[src/rtl/fdiv_pkg.sv]
package fdiv_pkg;
    localparam int PAY_W = 16;
    localparam int SR_W  = PAY_W + 1;
    localparam int REF_W = 14;
    localparam int N_W   = 16;

    typedef struct packed {
        logic             out_off;
        logic             direct;
        logic [REF_W-1:0] cnt;
    } ref_word_t;
endpackage

[src/rtl/fdiv_serial.sv]
module fdiv_serial
    import fdiv_pkg::*;
#(
    parameter int REF_MIN = 7,
    parameter int N_MIN   = 28
) (
    input  logic             clk,
    input  logic             rst,
    input  logic             ser_clk,
    input  logic             ser_dat,
    input  logic             ser_le,
    output logic [REF_W-1:0] ref_cnt,
    output logic             ref_direct,
    output logic             out_off,
    output logic [N_W-1:0]   n_ratio
);
    typedef struct packed {
        logic            sclk_prev;
        logic            le_prev;
        logic [SR_W-1:0] shreg;
        ref_word_t       ref_set;
        logic [N_W-1:0]  n_set;
    } state_t;

    state_t    st_d, st_q;
    ref_word_t word_w;

    always_comb begin
        st_d           = st_q;
        st_d.sclk_prev = ser_clk;
        st_d.le_prev   = ser_le;
        word_w         = ref_word_t'(st_q.shreg[SR_W-1:1]);
        if (ser_clk && !st_q.sclk_prev) begin
            st_d.shreg = {st_q.shreg[SR_W-2:0], ser_dat};
        end
        if (ser_le && !st_q.le_prev) begin
            if (st_q.shreg[0]) begin
                st_d.ref_set = word_w;
                if (word_w.cnt < REF_W'(REF_MIN)) begin
                    st_d.ref_set.cnt = REF_W'(REF_MIN);
                end
            end else begin
                st_d.n_set = st_q.shreg[SR_W-1:1];
                if (st_q.shreg[SR_W-1:1] < N_W'(N_MIN)) begin
                    st_d.n_set = N_W'(N_MIN);
                end
            end
        end
    end

    always_ff @(posedge clk) begin
        if (rst) begin
            st_q.sclk_prev       <= 1'b0;
            st_q.le_prev         <= 1'b0;
            st_q.shreg           <= '0;
            st_q.ref_set.out_off <= 1'b0;
            st_q.ref_set.direct  <= 1'b0;
            st_q.ref_set.cnt     <= REF_W'(REF_MIN);
            st_q.n_set           <= N_W'(N_MIN);
        end else begin
            st_q <= st_d;
        end
    end

    assign ref_cnt    = st_q.ref_set.cnt;
    assign ref_direct = st_q.ref_set.direct;
    assign out_off    = st_q.ref_set.out_off;
    assign n_ratio    = st_q.n_set;
endmodule

[src/rtl/fdiv_counter.sv]
module fdiv_counter #(
    parameter int W   = 16,
    parameter int MIN = 28
) (
    input  logic         clk,
    input  logic         rst,
    input  logic         tick,
    input  logic [W-1:0] ratio,
    output logic         pulse
);
    typedef struct packed {
        logic [W-1:0] cnt;
        logic         pulse;
    } state_t;

    state_t st_d, st_q;

    always_comb begin
        st_d       = st_q;
        st_d.pulse = 1'b0;
        if (tick) begin
            if (st_q.cnt <= W'(1)) begin
                st_d.cnt   = ratio;
                st_d.pulse = 1'b1;
            end else begin
                st_d.cnt = st_q.cnt - W'(1);
            end
        end
    end

    always_ff @(posedge clk) begin
        if (rst) begin
            st_q.cnt   <= W'(MIN);
            st_q.pulse <= 1'b0;
        end else begin
            st_q <= st_d;
        end
    end

    assign pulse = st_q.pulse;
endmodule

[src/rtl/fdiv_refpath.sv]
module fdiv_refpath #(
    parameter int W       = 14,
    parameter int MIN     = 7,
    parameter int PRE_DIV = 4
) (
    input  logic         clk,
    input  logic         rst,
    input  logic         ce,
    input  logic         direct,
    input  logic [W-1:0] ratio,
    output logic         pulse
);
    localparam int PRE_W = (PRE_DIV > 1) ? $clog2(PRE_DIV) : 1;
    localparam logic [PRE_W-1:0] PRE_LAST = PRE_W'(PRE_DIV - 1);

    logic [PRE_W-1:0] pre_d, pre_q;
    logic             tick;

    always_comb begin
        pre_d = pre_q;
        if (ce) begin
            pre_d = (pre_q == PRE_LAST) ? '0 : pre_q + PRE_W'(1);
        end
        tick = ce && (direct || (pre_q == PRE_LAST));
    end

    always_ff @(posedge clk) begin
        if (rst) begin
            pre_q <= '0;
        end else begin
            pre_q <= pre_d;
        end
    end

    fdiv_counter #(.W(W), .MIN(MIN)) u_cnt (
        .clk   (clk),
        .rst   (rst),
        .tick  (tick),
        .ratio (ratio),
        .pulse (pulse)
    );
endmodule

[src/rtl/fdiv_top.sv]
module fdiv_top
    import fdiv_pkg::*;
#(
    parameter int REF_MIN = 7,
    parameter int N_MIN   = 28,
    parameter int PRE_DIV = 4
) (
    input  logic clk,
    input  logic rst,
    input  logic ser_clk,
    input  logic ser_dat,
    input  logic ser_le,
    input  logic ref_ce,
    input  logic vco_ce,
    output logic ref_pulse,
    output logic vco_pulse,
    output logic fr_out,
    output logic fn_out
);
    logic [REF_W-1:0] ref_cnt_w;
    logic             ref_direct_w;
    logic             out_off_w;
    logic [N_W-1:0]   n_ratio_w;

    fdiv_serial #(.REF_MIN(REF_MIN), .N_MIN(N_MIN)) u_ser (
        .clk        (clk),
        .rst        (rst),
        .ser_clk    (ser_clk),
        .ser_dat    (ser_dat),
        .ser_le     (ser_le),
        .ref_cnt    (ref_cnt_w),
        .ref_direct (ref_direct_w),
        .out_off    (out_off_w),
        .n_ratio    (n_ratio_w)
    );

    fdiv_refpath #(.W(REF_W), .MIN(REF_MIN), .PRE_DIV(PRE_DIV)) u_ref (
        .clk    (clk),
        .rst    (rst),
        .ce     (ref_ce),
        .direct (ref_direct_w),
        .ratio  (ref_cnt_w),
        .pulse  (ref_pulse)
    );

    fdiv_counter #(.W(N_W), .MIN(N_MIN)) u_vco (
        .clk   (clk),
        .rst   (rst),
        .tick  (vco_ce),
        .ratio (n_ratio_w),
        .pulse (vco_pulse)
    );

    assign fr_out = ref_pulse && !out_off_w;
    assign fn_out = vco_pulse && !out_off_w;
endmodule

[config.mk]
export PLATFORM = sky130hd
export DESIGN_NAME = fdiv_top
export DESIGN_NICKNAME = d
export VERILOG_FILES = /design/src/rtl/fdiv_pkg.sv /design/src/rtl/fdiv_serial.sv /design/src/rtl/fdiv_counter.sv /design/src/rtl/fdiv_refpath.sv /design/src/rtl/fdiv_top.sv
export SDC_FILE = /design/constraint.sdc
export NUM_CORES = 1
export LEC_CHECK = 0
export BUFFER_PORTS_ARGS = -buffer_cell sky130_fd_sc_hd__buf_4
export CAP_MARGIN = 20
export CELL_PAD_IN_SITES_DETAIL_PLACEMENT = 1
export CELL_PAD_IN_SITES_GLOBAL_PLACEMENT = 2
export CORE_ASPECT_RATIO = 1.4
export CORE_MARGIN = 1
export CORE_UTILIZATION = 30
export DETAILED_ROUTE_END_ITERATION = 6
export PLACE_DENSITY = 0.73
export SYNTH_ARGS = -nofsm -noshare
export SYNTH_HDL_FRONTEND = slang
export SYNTH_HIERARCHICAL = 1
export SYNTH_SLANG_ARGS = --single-unit
[constraint.sdc]
create_clock -name clk -period 5.8 [get_ports clk]
set_input_delay 0.58 -clock clk [delete_from_list [all_inputs] [get_ports clk]]
set_output_delay 0.58 -clock clk [all_outputs]
set_load 0.1 [all_outputs]
=== Word-level counts from Yosys, hierarchy flattened ===
Index checks and enable logic that the tools add are counted.

* Add/subtract/negate cells: 3
* Magnitude comparators: 4
* Eq/ne operators: 1
* Muxes and demuxes: 7
* Bitwise operators: 3
* Reductions and logical operators: 13

{| class="wikitable"
|+ Operators with widths
! cell !! count
|-
| $mux 16 || 2
|-
| $mux 14 || 2
|-
| $le 16x1->1 const B || 1
|-
| $lt 16x5->1 const B || 1
|-
| $sub 16x1->16 const B || 1
|-
| $le 14x1->1 const B || 1
|-
| $lt 14x3->1 const B || 1
|-
| $sub 14x1->14 const B || 1
|-
| $logic_and 1x1->1 || 5
|-
| $reduce_and 2->1 || 2
|-
| $reduce_or 2->1 || 2
|-
| $logic_not 1->1 || 3
|-
| $not 1->1 || 3
|-
| $add 2x1->2 const B || 1
|-
| $eq 2x2->1 const B || 1
|-
| $mux 1 || 2
|-
| $mux 2 || 1
|-
| $logic_or 1x1->1 || 1
|}

* Register bits after elaboration: 85
* Input port bits: 7
* Output and inout port bits: 4
* Logic and storage cells: 43

=== Depth between registers and ports, before layout ===
Gate-level depths: netlist of the first run.

* Word-level depth: 5
* Mapped depth: 9
* Gate-level depth less buffers: 7

=== By module ===
Netlist of the first run, hierarchy kept.

{| class="wikitable"
|+ By module, submodules not included
! module !! times used !! cells an instance !! area each (um2) !! sequential area each (um2)
|-
| fdiv_serial || 1 || 262 || 2099.5 || 1021.0
|-
| fdiv_counter at u_vco || 1 || 134 || 1112.3 || 340.3
|-
| fdiv_counter at u_ref.u_cnt || 1 || 119 || 1041.0 || 300.3
|-
| fdiv_refpath || 1 || 9 || 93.8 || 40.0
|-
| fdiv_top || 1 || 2 || 12.5 || 0.0
|}

=== Worst setup path after synthesis of the first run ===
No wires, ideal clock.

* Path kind: register to output
* Start: register u_vco/pulse (netlist name)
* End: output port fn_out
* Arrival time: 2375 ps
* Slack: 2845 ps
* Cell stages (with the launch flop): 2
* Buffers on the path: 0
* Path through: dfxtp_1 -> nor2b_1

* Word-level cells in the longest chain between the ends: 1

{| class="wikitable"
|+ RTL lines
! item !! line !! RTL
|-
| $logic_and 1x1->1 || fdiv_top.sv:55 || <nowiki>assign fn_out = vco_pulse && !out_off_w;</nowiki>
|-
| end: declaration || fdiv_top.sv:18 || <nowiki>output logic fn_out</nowiki>
|}

No other way between the ends.

=== Final worst setup path of the first run ===
* Start: register u_vco/st_q[4] (netlist name)
* End: register u_vco/st_q[13] (netlist name)

* Word-level cells in the longest chain between the ends: 2
* Elaborated cells between the ends (all ways): 3
* Those cells by class: add/sub (1); order compare (1); mux (1)

{| class="wikitable"
|+ RTL lines
! item !! line !! RTL
|-
| start: declaration || fdiv_counter.sv:16 || <nowiki>state_t st_d, st_q;</nowiki>
|-
| start signal: assignment || fdiv_counter.sv:36 || <nowiki>st_q <= st_d;</nowiki>
|-
| $sub 16x1->16 or $le 16x1->1 (tied branches) || fdiv_counter.sv:26, fdiv_counter.sv:22 ||
|-
| $mux 16 * || fdiv_counter.sv:22 || <nowiki>if (st_q.cnt <= W'(1)) begin</nowiki>
|}

Every way passes the cells marked *; elsewhere a longest branch is shown, timed or not.
A chain may end at the register's enable or synchronous reset.

==> summary by stage, run 1 <==
STA
Setup repair after global routing left no endpoint under its margin. For the final database, setup skew stands at 5.40 ps. At the pin with the least slew margin, the transition time is 693 ps. The sum of negative setup slack is 0 ps. The number of endpoints with negative hold slack in the final report is 0. The setup slack after layout is 3540 ps. Headroom to the max-slew limit came out at 0.538. The worst path needs 2260 ps of the cycle, external delays included. The post-route clock period utilization is 0.390. The number of slew-limit violations in the final report is 0. The total setup violations reported at the end of the flow is 0. For this run, the top clock speed supported by timing is 442 MHz.

CTS
The clock latency on the worst-skew pair is 340 ps. The number of levels in the clock H-tree is 3. The CTS tree is yes.

The clock root buffer master is clkbuf_16. Buffers inserted to repair hold after CTS numbered 0. The total clock sinks is 85.

The clock transition at the registers of the reported paths is 60 ps. The total of cells resized after clock tree synthesis is 0. The clock passes through at most 2 buffers. TritonCTS created 9 clock buffers. The post-CTS setup repair buffer count is 0.

Routing
The average wire length per cell after detail routing is 17.5 um. The initial DRC count is 122. Wires add up to 11,800 um. The routed via count is 3,620. The count of nets left with antenna violations once routing finished came out at 0. The remaining design rule violation count is 0. Before antenna repair, the detailed router went through 4 iterations. Dividing the detail-routed via count by the number of cells gives 5.36.

Critical path
For the worst setup path, the data arrival time is 2490 ps. The data required time at the worst endpoint is 6030 ps. The worst setup path is of the flop to flop kind. The kind of cell with the highest combined delay along the critical path is simple AND/OR/NAND/NOR gates. The maximum single-stage delay on the critical path is 680 ps. The number of buffers and inverters on the critical path is 0. The cell with the largest stage delay on the worst path is and3_1. The startpoint type of the worst setup path is a flop.

Traced cell by cell, the critical path runs through nor4_4 -> and3_1 -> nor3_1 -> a221o_1. STA classifies the critical path endpoint as a flop. Of all nets on the critical path, the largest fanout is 15.

Floorplanning
The starting utilization of the core area is 0.311. The die covers 15,000 sq um. Row generation in the floorplan step produced 51 rows. The top-level port count is 11. In this run the standard cell core region covers 14,000 sq um. The floorplan step set the die width to 104 um. The overall die height is 145 um.

Hold path
The worst hold path belongs to the class flop to flop.

Flow run
The total of max-cap violations is 0.

Synth
The cell area after technology mapping is 4360 sq um. The register area share after synthesis is 0.390. After synthesis, the netlist uses 72 different library cells. The instance count of the mapped netlist is 526. The most used flip-flop cell after synthesis is dfxtp_1. The async set or reset register ratio after synthesis is 0. Counting flops and latches in the post-synthesis netlist gives 85. The number of synthesized flops with an enable pin is 0.

The average instance in the mapped netlist occupies 8.29 sq um. The Yosys step of the flow raised 6 warnings. Synthesis produced a netlist with a net count of 539.

Place
The pre-CTS setup slack is 3340 ps. The number of buffers added on ports is 10. Detailed placement finished with a half-perimeter wire length of 8660 um.

The total placed cells including tap cells is 661. The placer's final routability congestion estimate is 0.798. The placed standard-cell area is 4270 sq um.

Layout
The number of antenna diodes in the final layout is 0. The share of post-route cells with drive strength above 1 is 0.0878. After the last flow step, the layout net total stands at 500. The finished layout holds 675 standard cells, fillers aside. The area added between synthesis and finish is 4.48%. The finished cells cover 4550 sq um. The final-layout fill cell count is 1,697.

Pwr
The power density over the cells is 268 nW/um^2. The leakage component of the power is 1.53 nW. The design draws 1.22 mW.

The peak supply drop is 0.127 mV.

Global routing
Global routing finished with a remaining overflow of 0. The number of global-route vias before repair was 3,833. The aggregate global-route resource usage is 0.167. The wire length of the first global-routing pass is 19,700 um. The largest net degree at the start of global routing is 42.

The initial antenna violation count is 0.

Status
The run finished with clean final reports.
metrics by stage:
step	hold WS, ps	util
after CTS	457	0.324
after floorplan	437	-
after global placement	447	0.304
final	457	0.324
after global routing	474	0.324
after detailed placement	450	0.304
path summary, 6_finish.rpt:
kind | start | to | slack [ps] | depth (start not counted)
setup / recovery | u_vco/st_q[4] | u_vco/st_q[13] | 3540 | 4
hold reg to reg | u_ser/ref_cnt[13] | u_ser/ref_cnt[13] | 460 | 2
setup reg to reg | u_vco/st_q[4] | u_vco/st_q[13] | 3540 | 4
hold / removal | u_ser/ref_cnt[13] | u_ser/ref_cnt[13] | 460 | 2
layout make-up:
| cell class | count | area (sq um) | share of cell area |
|---|---|---|---|
| timing repair buffer | 13 | 97.6 | 0.0214 |
| sequential | 85 | 1700 | 0.374 |
| multi-input combinational | 363 | 2190 | 0.480 |
| clock buffer | 12 | 246 | 0.0541 |
| clock inverter | 2 | 35.0 | 0.00769 |
| tap | 185 | 231 | 0.0508 |
| inverter | 15 | 56.3 | 0.0124 |
cell usage in the layout (no fill, tap or decap), types with 3 or more instances in the layout:
master	n
nor4_1	9
and2_1	3
clkbuf_16	9
nor3_1	13
inv_1	15
nor4_4	4
and3_1	6
nand2_1	100
nand3_1	16
nand2b_1	3
or4_1	5
buf_4	13
a21oi_1	54
o311ai_1	4
ha_1	6
nand4_1	13
mux2i_1	7
o41ai_1	4
o31ai_1	7
a311oi_1	4
o32a_1	3
nor3b_1	3
nor2b_1	5
o21ai_0	6
a31oi_1	7
dfxtp_1	85
nor2_1	22
o211ai_1	7
worst min-delay path: cells and delay by family, from the launching register on:
kind               cells  cell delay [ps]
AOI/OAI and AO/OA      1               50
DFF                    1              310
and+or+nand+nor        1               50
power breakdown:
group	total, mW	internal (mW)	leakage [nW]	switching (mW)
combinational	0.0607	0.0177	0.708	0.0430
clock	0.564	0.340	0.139	0.224
sequential	0.597	0.589	0.687	0.00751
synthesized netlist by cell type (4+ instances only):
cell type / number / share of area
buf_2: 12 / 0.014
dfxtp_1: 85 / 0.39
buf_4: 31 / 0.053
o311ai_1: 4 / 0.0080
o21ai_0: 6 / 0.0069
mux2i_1: 7 / 0.016
clkbuf_1: 13 / 0.011
inv_1: 15 / 0.013
a31oi_1: 7 / 0.010
nand4_1: 13 / 0.019
a21oi_1: 54 / 0.062
o41ai_1: 4 / 0.0080
ha_1: 6 / 0.017
or4_1: 5 / 0.0086
o31ai_1: 7 / 0.012
o211ai_1: 7 / 0.012
nor2b_1: 5 / 0.0072
buf_6: 4 / 0.010
nand3_1: 16 / 0.018
nor4_1: 9 / 0.013
nor4_4: 4 / 0.020
a311oi_1: 4 / 0.0080
nor3_1: 13 / 0.015
nand2_1: 100 / 0.086
nor2_1: 22 / 0.019
and3_1: 6 / 0.0086
routing by layer:
| metal | up-vias | GRT usage | wire length (um) |
|---|---|---|---|
| li1 | 1794 | - | - |
| met1 | 1756 | 0.182 | 5000 |
| met2 | 44 | 0.312 | 6200 |
| met3 | 26 | 0.0216 | 217 |
| met4 | 0 | 0.0947 | 388 |
| met5 | - | 0 | 0 |
kinds of logic (layout without fill, tap and decap cells):
logic type / count (synthesis) / after routing / share of synthesized area
AO/OA/AOI/OAI: 123 / 123 / 0.188
adder cells (fa/ha/maj): 6 / 6 / 0.0172
buffers and inverters: 78 / 42 / 0.108
flip-flops: 85 / 85 / 0.390
multiplexers: 7 / 7 / 0.0161
AND/OR/NAND/NOR: 227 / 227 / 0.280
registers in the layout, summed over array words and instances (netlist names):
name	flops
u_vco/st_q	16
u_ser/n_ratio	16
u_ser/ref_direct	1
u_ser/ref_cnt	14
u_ser/out_off	1
u_ser/st_q	19
u_ref/u_cnt/st_q	14
u_vco/pulse	1
u_ref/u_cnt/pulse	1
u_ref/pre_q	2
Power figures use the tool's default switching activity.
==> run 2: changes to the inputs <==
--- a/config.mk
+++ b/config.mk
@@ -13,7 +13,7 @@
 export CORE_MARGIN = 1
 export CORE_UTILIZATION = 30
 export DETAILED_ROUTE_END_ITERATION = 6
-export PLACE_DENSITY = 0.73
+export PLACE_DENSITY = 0.76
 export SYNTH_ARGS = -nofsm -noshare
 export SYNTH_HDL_FRONTEND = slang
 export SYNTH_HIERARCHICAL = 1
==> constraint.sdc (replaced) <==
create_clock -name clk -period 1.86 [get_ports clk]
set_input_delay 0.186 -clock clk [delete_from_list [all_inputs] [get_ports clk]]
set_output_delay 0.186 -clock clk [all_outputs]
set_load 0.1 [all_outputs]
==> run 2 against run 1 <==
Against the previous run:
- via count up 3.3%
- setup slack lost 3500 ps
- first-iteration DRC count up 3.3%
- global-route usage about the same
- routed wire length is 1.5% higher
- highest routed layer unchanged
- clock skew rose by 1.4 ps
- largest power group is now clock
==> summary by stage, run 2 (same netlist as run 1, synthesis figures left out) <==
Global routing
The aggregate global-route resource usage is 0.167 (about the same). The wire length of the first global-routing pass is 19,800 um (+0.56%). The number of global-route vias before repair is 3,810 (-0.60%). The largest net degree at the start of global routing is 37 (-12%). The initial antenna violation count is 0 (unchanged). The remaining global-route overflow came to 0 (unchanged).

Layout
The net count of the finished layout is 532 (+6.4%). The utilization after layout came to 0.347 (+0.0224). The share of post-route cells with drive strength above 1 is 0.168 (+0.0802).

The total area of sequential cells came to 1710 sq um (+0.37%). The diode insertion count for antenna repair came to 0 (unchanged). The number of flip-flops under the largest register name is 19 (unchanged). The most frequent standard cell in the layout excluding fill and tap cells is nand2_1. The combined area of the multi-input logic cells is 2220 sq um (+1.5%).

u_ser/st_q holds more flip-flops than any other register. In the layout the commonest cells are nand2_1 (99), dfxtp_1 (82), a21oi_1 (54). The final standard cell count with taps included and fillers excluded came to 709 (+5.0%).

The area growth from synthesis to layout is 11.7%. The final-layout fill cell count is 1,713 (+0.94%).

CTS
The clock root buffer master is clkbuf_16. The largest buffer count on any clock path is 2 (unchanged). TritonCTS built the clock tree. The clock latency on the worst-skew pair came to 340 ps (about the same).

The post-CTS setup repair buffer count is 0 (unchanged). The number of levels in the clock H-tree is 3 (unchanged). The total clock sinks was 85 (unchanged).

The clock transition at the registers of the reported paths was 70 ps (about the same). The number of buffers created by CTS is 9 (unchanged).

Critical path
The worst setup path is launched from a flop. The largest driver fanout on the critical path is 5 (-10). The worst setup path is captured at a flop. The data arrival time of the critical path is 2070 ps (-420 ps). The data required time at the worst endpoint came to 2120 ps (-3910 ps).

The category of the critical setup timing path is flop to flop.

Routing
The routed via count was 3,739 (+3.3%). The initial DRC count is 126 (+3.3%). The average via count per standard cell came to 5.27 (-1.7%). The final wirelength is 12,000 um (+1.5%). The average wire length per cell after detail routing was 16.9 um (-3.4%). The number of antenna-violating nets in the routed design was 0 (unchanged).

The number of detailed-route iterations in the first pass is 4 (unchanged). The remaining design rule violation count came to 0 (unchanged).

Floorplanning
The overall die height is 145 um (unchanged). The number of rows created at floorplan is 51 (unchanged). The die width is 104 um (unchanged).

The area of the placeable core is 14,000 sq um (unchanged). The top-level port count is 11 (unchanged). The starting utilization of the core area is 0.311 (unchanged).

The die outline area is 15,000 sq um (unchanged).

STA
The slew at the pin closest to its max-slew limit came to 642 ps (-51.1 ps). Setup repair after global routing could not meet its margin everywhere. The final critical-path required period is 1810 ps (-456 ps). The tightest slew margin relative to the limit is 0.572 (+0.0340). The setup slack after layout is 53.7 ps (-3480 ps).

The post-route clock period utilization is 0.971 (+0.581). The fmax was 554 MHz (+25%). The total setup violations reported at the end of the flow is 0 (unchanged). The number of slew-limit violations in the final report is 0 (unchanged). The clock tree skew after final layout is 6.80 ps (+1.40 ps). The number of endpoints with negative hold slack in the final report is 0 (unchanged).

Place
The half-perimeter wire length of the detailed placement result is 8910 um (+2.9%). The placer's final routability congestion estimate is 0.802 (+0.45%). The pre-CTS setup slack was -114 ps (-3450 ps).

The total placed cells including tap cells came to 693 (+4.8%). The number of buffers added on ports was 10 (unchanged).

Flow run
The total of max-cap violations is 0 (unchanged).

Pwr
The overall power consumption is 4.00 mW (+230%). The peak supply drop came to 0.427 mV (+230%). The power density over the cells is 822 nW/um^2 (+210%). The leakage component of the power is 1.70 nW (+11%).

Hold path
The type of the most critical hold path is input pin to flop.

Status
The flow ran to the end, and the final reports show no timing, DRC or antenna violations.
run 2: cell count changes in the layout (fill, tap and decap cells not counted), sizes merged:
cell      previous run  this run
clkinv               1         2
bufinv               1         2
inv                 15        16
clkbuf              12        10
clkinvlp             0         1
buf                 13        45
run 2: repair_timing:
action / in CTS / in global routing
resized for setup: 5 / 6
hold buffers: 0 / 0
pin swaps: 0 / 2
endpoints found under the setup margin: 9 / 7
run 2: metal layers:
metal | wire (um) | global-route usage | vias to the layer above
li1 | - | - | 1864
met1 | 5520 | 0.202 | 1817
met2 | 5970 | 0.300 | 41
met3 | 247 | 0.0221 | 17
met4 | 230 | 0.0662 | 0
met5 | 0 | 0 | -
run 2: path summary, 6_finish.rpt:
| path | start | end | slack [ps] | cells past startpoint |
|---|---|---|---|---|
| hold / removal | ser_clk | u_ser/st_q[50] | 80 | 2 |
| hold reg to reg | u_ser/ref_cnt[10] | u_ser/ref_cnt[10] | 460 | 2 |
| setup / recovery | u_ref/u_cnt/st_q[1] | u_ref/u_cnt/st_q[11] | 50 | 6 |
| setup reg to reg | u_ref/u_cnt/st_q[1] | u_ref/u_cnt/st_q[11] | 50 | 6 |
run 2: critical path: stages, from the launching register on:
cell     delay (ps)
dfxtp_4         370
inv_1            60
ha_1            210
o21ba_2         250
and4_2          240
or4_1           470
a31oi_1         130
run 2: report_power, final:
| part | internal, mW | total (mW) | leakage [nW] | switching (mW) |
|---|---|---|---|---|
| Combinational | 0.0721 | 0.211 | 0.860 | 0.139 |
| Clock | 1.18 | 1.93 | 0.153 | 0.757 |
| Sequential | 1.84 | 1.86 | 0.687 | 0.0218 |
| Total | 3.09 | 4.00 | 1.70 | 0.917 |
run 2: final cells by class:
cell class,count,share of cell area
Clock buffer,10,0.0470
Multi-Input combinational cell,363,0.456
Clock inverter,6,0.0177
Inverter,15,0.0116
Timing Repair Buffer,45,0.0694
Sequential cell,85,0.351
Tap cell,185,0.0475
run 2: per-stage QoR:
stage / hold slack, ps / instance area, sq um / setup TNS (ps)
after floorplan: 255 / 4370 / 0
after global placement: 420 / 4530 / 0
after detailed placement: 424 / 4530 / -224
after CTS: 71.5 / 4850 / 0
after global routing: 99.7 / 4870 / -10.5
final: 83.0 / 4870 / 0
==> run 3: changes to the inputs <==
==> constraint.sdc (replaced) <==
create_clock -name clk -period 1.86 [get_ports clk]
set_input_delay 0.186 -clock clk [delete_from_list [all_inputs] [get_ports clk]]
set_output_delay 0.186 -clock clk [all_outputs]
set_load 0.02 [all_outputs]
==> run 3 against run 2 <==
Against the previous run:
- fmax about the same
- non-clock buffer count up 4
- routed wire length up 2.8%
- critical endpoint unchanged
- register-to-register slack about the same
- core utilization up 0.39 points
- critical path type unchanged
- flip-flop and latch count unchanged
==> summary by stage, run 3 (same netlist as run 1, synthesis figures left out) <==
Routing
The initial DRC count is 164 (+30%). The average wire length per cell after detail routing was 17.3 um (+2.2%). The remaining design rule violation count is 0 (unchanged).

The number of detailed-route iterations in the first pass was 4 (unchanged). The final wirelength is 12,300 um (+2.8%). The routed via count is 3,834 (+2.5%). The average via count per standard cell was 5.38 (+2.0%). The number of antenna-violating nets in the routed design is 0 (unchanged).

Critical path
STA classifies the critical path startpoint as a flop. The combined buffer and inverter count along the critical path is 1 (unchanged). The setup path with the least slack is of type flop to flop. The signal on the critical path passes through inv_1 -> ha_1 -> o21ba_2 -> and4_1 -> or4_1 -> a31oi_1.

The data arrival time of the critical path is 2070 ps (about the same). For this design, the slowest cell found on the critical path is or4_1. The data required time at the worst endpoint was 2120 ps (about the same). The family with the most delay on the worst path is simple AND/OR/NAND/NOR gates.

The largest driver fanout on the critical path is 4 (-1). The reg2reg setup slack is 50 ps (about the same). The maximum single-stage delay on the critical path is 460 ps (about the same). The endpoint type of the worst setup path is a flop.

Place
The placed standard-cell area is 4570 sq um (+0.88%). The placer's final routability congestion estimate is 0.807 (+0.67%). The half-perimeter wire length of the detailed placement result is 9080 um (+1.9%). The total placed cells including tap cells is 697 (+0.58%). The number of buffers added on ports came to 10 (unchanged).

Status
The run finished with clean final reports.

STA
The clock tree skew after final layout is 6.20 ps (-0.598 ps). The post-route clock period utilization was 0.971 (about the same). The number of slew-limit violations in the final report is 0 (unchanged). The tightest slew margin relative to the limit came to 0.557 (-0.0151). The number of endpoints with negative hold slack in the final report is 0 (unchanged). The fmax was 554 MHz (about the same). The total setup violations reported at the end of the flow came to 0 (unchanged). The slew at the pin closest to its max-slew limit is 665 ps (+22.7 ps).

The final critical-path required period was 1810 ps (-0.0902 ps).

CTS
The CTS tree is yes. The clock transition at the registers of the reported paths is 60 ps (about the same). The number of levels in the clock H-tree is 3 (unchanged). The post-CTS setup repair buffer count was 0 (unchanged). The clock latency on the worst-skew pair is 340 ps (about the same). The clock root buffer master is clkbuf_16. The total clock sinks is 85 (unchanged). The largest buffer count on any clock path was 2 (unchanged). The number of buffers created by CTS is 9 (unchanged).

Layout
The net count of the finished layout is 536 (+0.75%). The post-route standard cell area excluding fillers came to 4920 sq um (+1.1%). The register with the most flip-flops in the final layout is u_ser/st_q.

Leaving out fill and tap cells, the most frequent cell in the layout is nand2_1. The number of flip-flops under the largest register name is 19 (unchanged). The final-layout fill cell count is 1,683 (-1.8%). The diode insertion count for antenna repair is 0 (unchanged).

The area added between synthesis and finish is 12.9%. The final standard cell count with taps included and fillers excluded is 713 (+0.56%). The share of post-route cells with drive strength above 1 is 0.172 (+0.00441). Leaving out fill and tap cells, the most frequent cells in the layout are nand2_1 (100), dfxtp_1 (83), a21oi_1 (54).

Flow run
The total of max-cap violations was 0 (unchanged).

Pwr
The peak supply drop came to 0.342 mV (-20%). The leakage component of the power was 1.74 nW (+2.1%). The power density over the cells is 794 nW/um^2 (-3.5%).

Floorplanning
The area of the placeable core was 14,000 sq um (unchanged). The die outline area is 15,000 sq um (unchanged). The overall die height is 145 um (unchanged). The top-level port count came to 11 (unchanged). The number of rows created at floorplan is 51 (unchanged). The starting utilization of the core area is 0.311 (unchanged). The die width came to 104 um (unchanged).

Global routing
In this run the most used layer during global routing was met2. The remaining global-route overflow was 0 (unchanged). The met3 track demand over resource is 0.0270 (+0.00496). The initial antenna violation count was 0 (unchanged). The largest net degree at the start of global routing is 42 (+14%). The met1 capacity usage during global routing is 0.192 (-0.00947).

The met2 track utilization from global routing is 0.333 (+0.0333). The aggregate global-route resource usage came to 0.175 (+0.00812). The wire length of the first global-routing pass was 20,600 um (+3.8%). The number of global-route vias before repair is 4,042 (+6.1%).

Hold path
The type of the most critical hold path is input pin to flop.
[run 3: routing by layer]
layer  vias to the layer above  routed length (um)
met5                         -                   0
met1                      1904                5340
met4                         0                 217
met3                        14                 231
li1                       1872                   -
met2                        44                6520
[run 3: metrics by stage]
step                power [mW]   util  TNS [ps]  hold WS [ps]  worst slack (ps)
floorplan                 2.03      -         0           255              2.14
global placement          2.12  0.325         0           420              63.0
detailed placement        2.12  0.325     -22.2           432             -22.2
CTS                       3.97  0.348         0          60.7              25.7
global route              4.07  0.351     -1.94          94.5             -1.94
finish                    3.91  0.351         0          79.2              53.8
[run 3: worst reg2reg max path, cell delays in order, from the launching register on]
cell and delay [ps]:
dfxtp_4 370, inv_1 90, ha_1 210, o21ba_2 240, and4_1 190, or4_1 460
a31oi_1 180
[run 3: worst paths after layout]
path | from | cells after the start | endpoint
setup / recovery | u_ref/u_cnt/st_q[2] | 6 | u_ref/u_cnt/st_q[11]
hold / removal | ser_clk | 2 | u_ser/st_q[50]
setup reg to reg | u_ref/u_cnt/st_q[2] | 6 | u_ref/u_cnt/st_q[11]
hold reg to reg | u_ser/ref_cnt[9] | 2 | u_ser/ref_cnt[9]
[run 3: power by group]
| part | switching [mW] | leakage (nW) | internal [mW] |
|---|---|---|---|
| clock network | 0.713 | 0.150 | 1.12 |
| logic | 0.145 | 0.899 | 0.0795 |
| registers | 0.0206 | 0.687 | 1.83 |
| total | 0.878 | 1.74 | 3.03 |
[run 3: repair_timing]
action                     4_1_cts  5_1_grt
setup endpoints to repair        1       13
resized for setup                4        9
hold buffers                     0        0
[run 3: cell type report]
cell class / count / area, sq um / area share
inverters: 15 / 56.3 / 0.0114
clock buffers: 13 / 260 / 0.0529
well taps: 185 / 231 / 0.0470
repair buffers: 49 / 393 / 0.0798
clock inverters: 3 / 43.8 / 0.00889
multi-input cells: 363 / 2230 / 0.453
flip-flops and latches: 85 / 1710 / 0.347
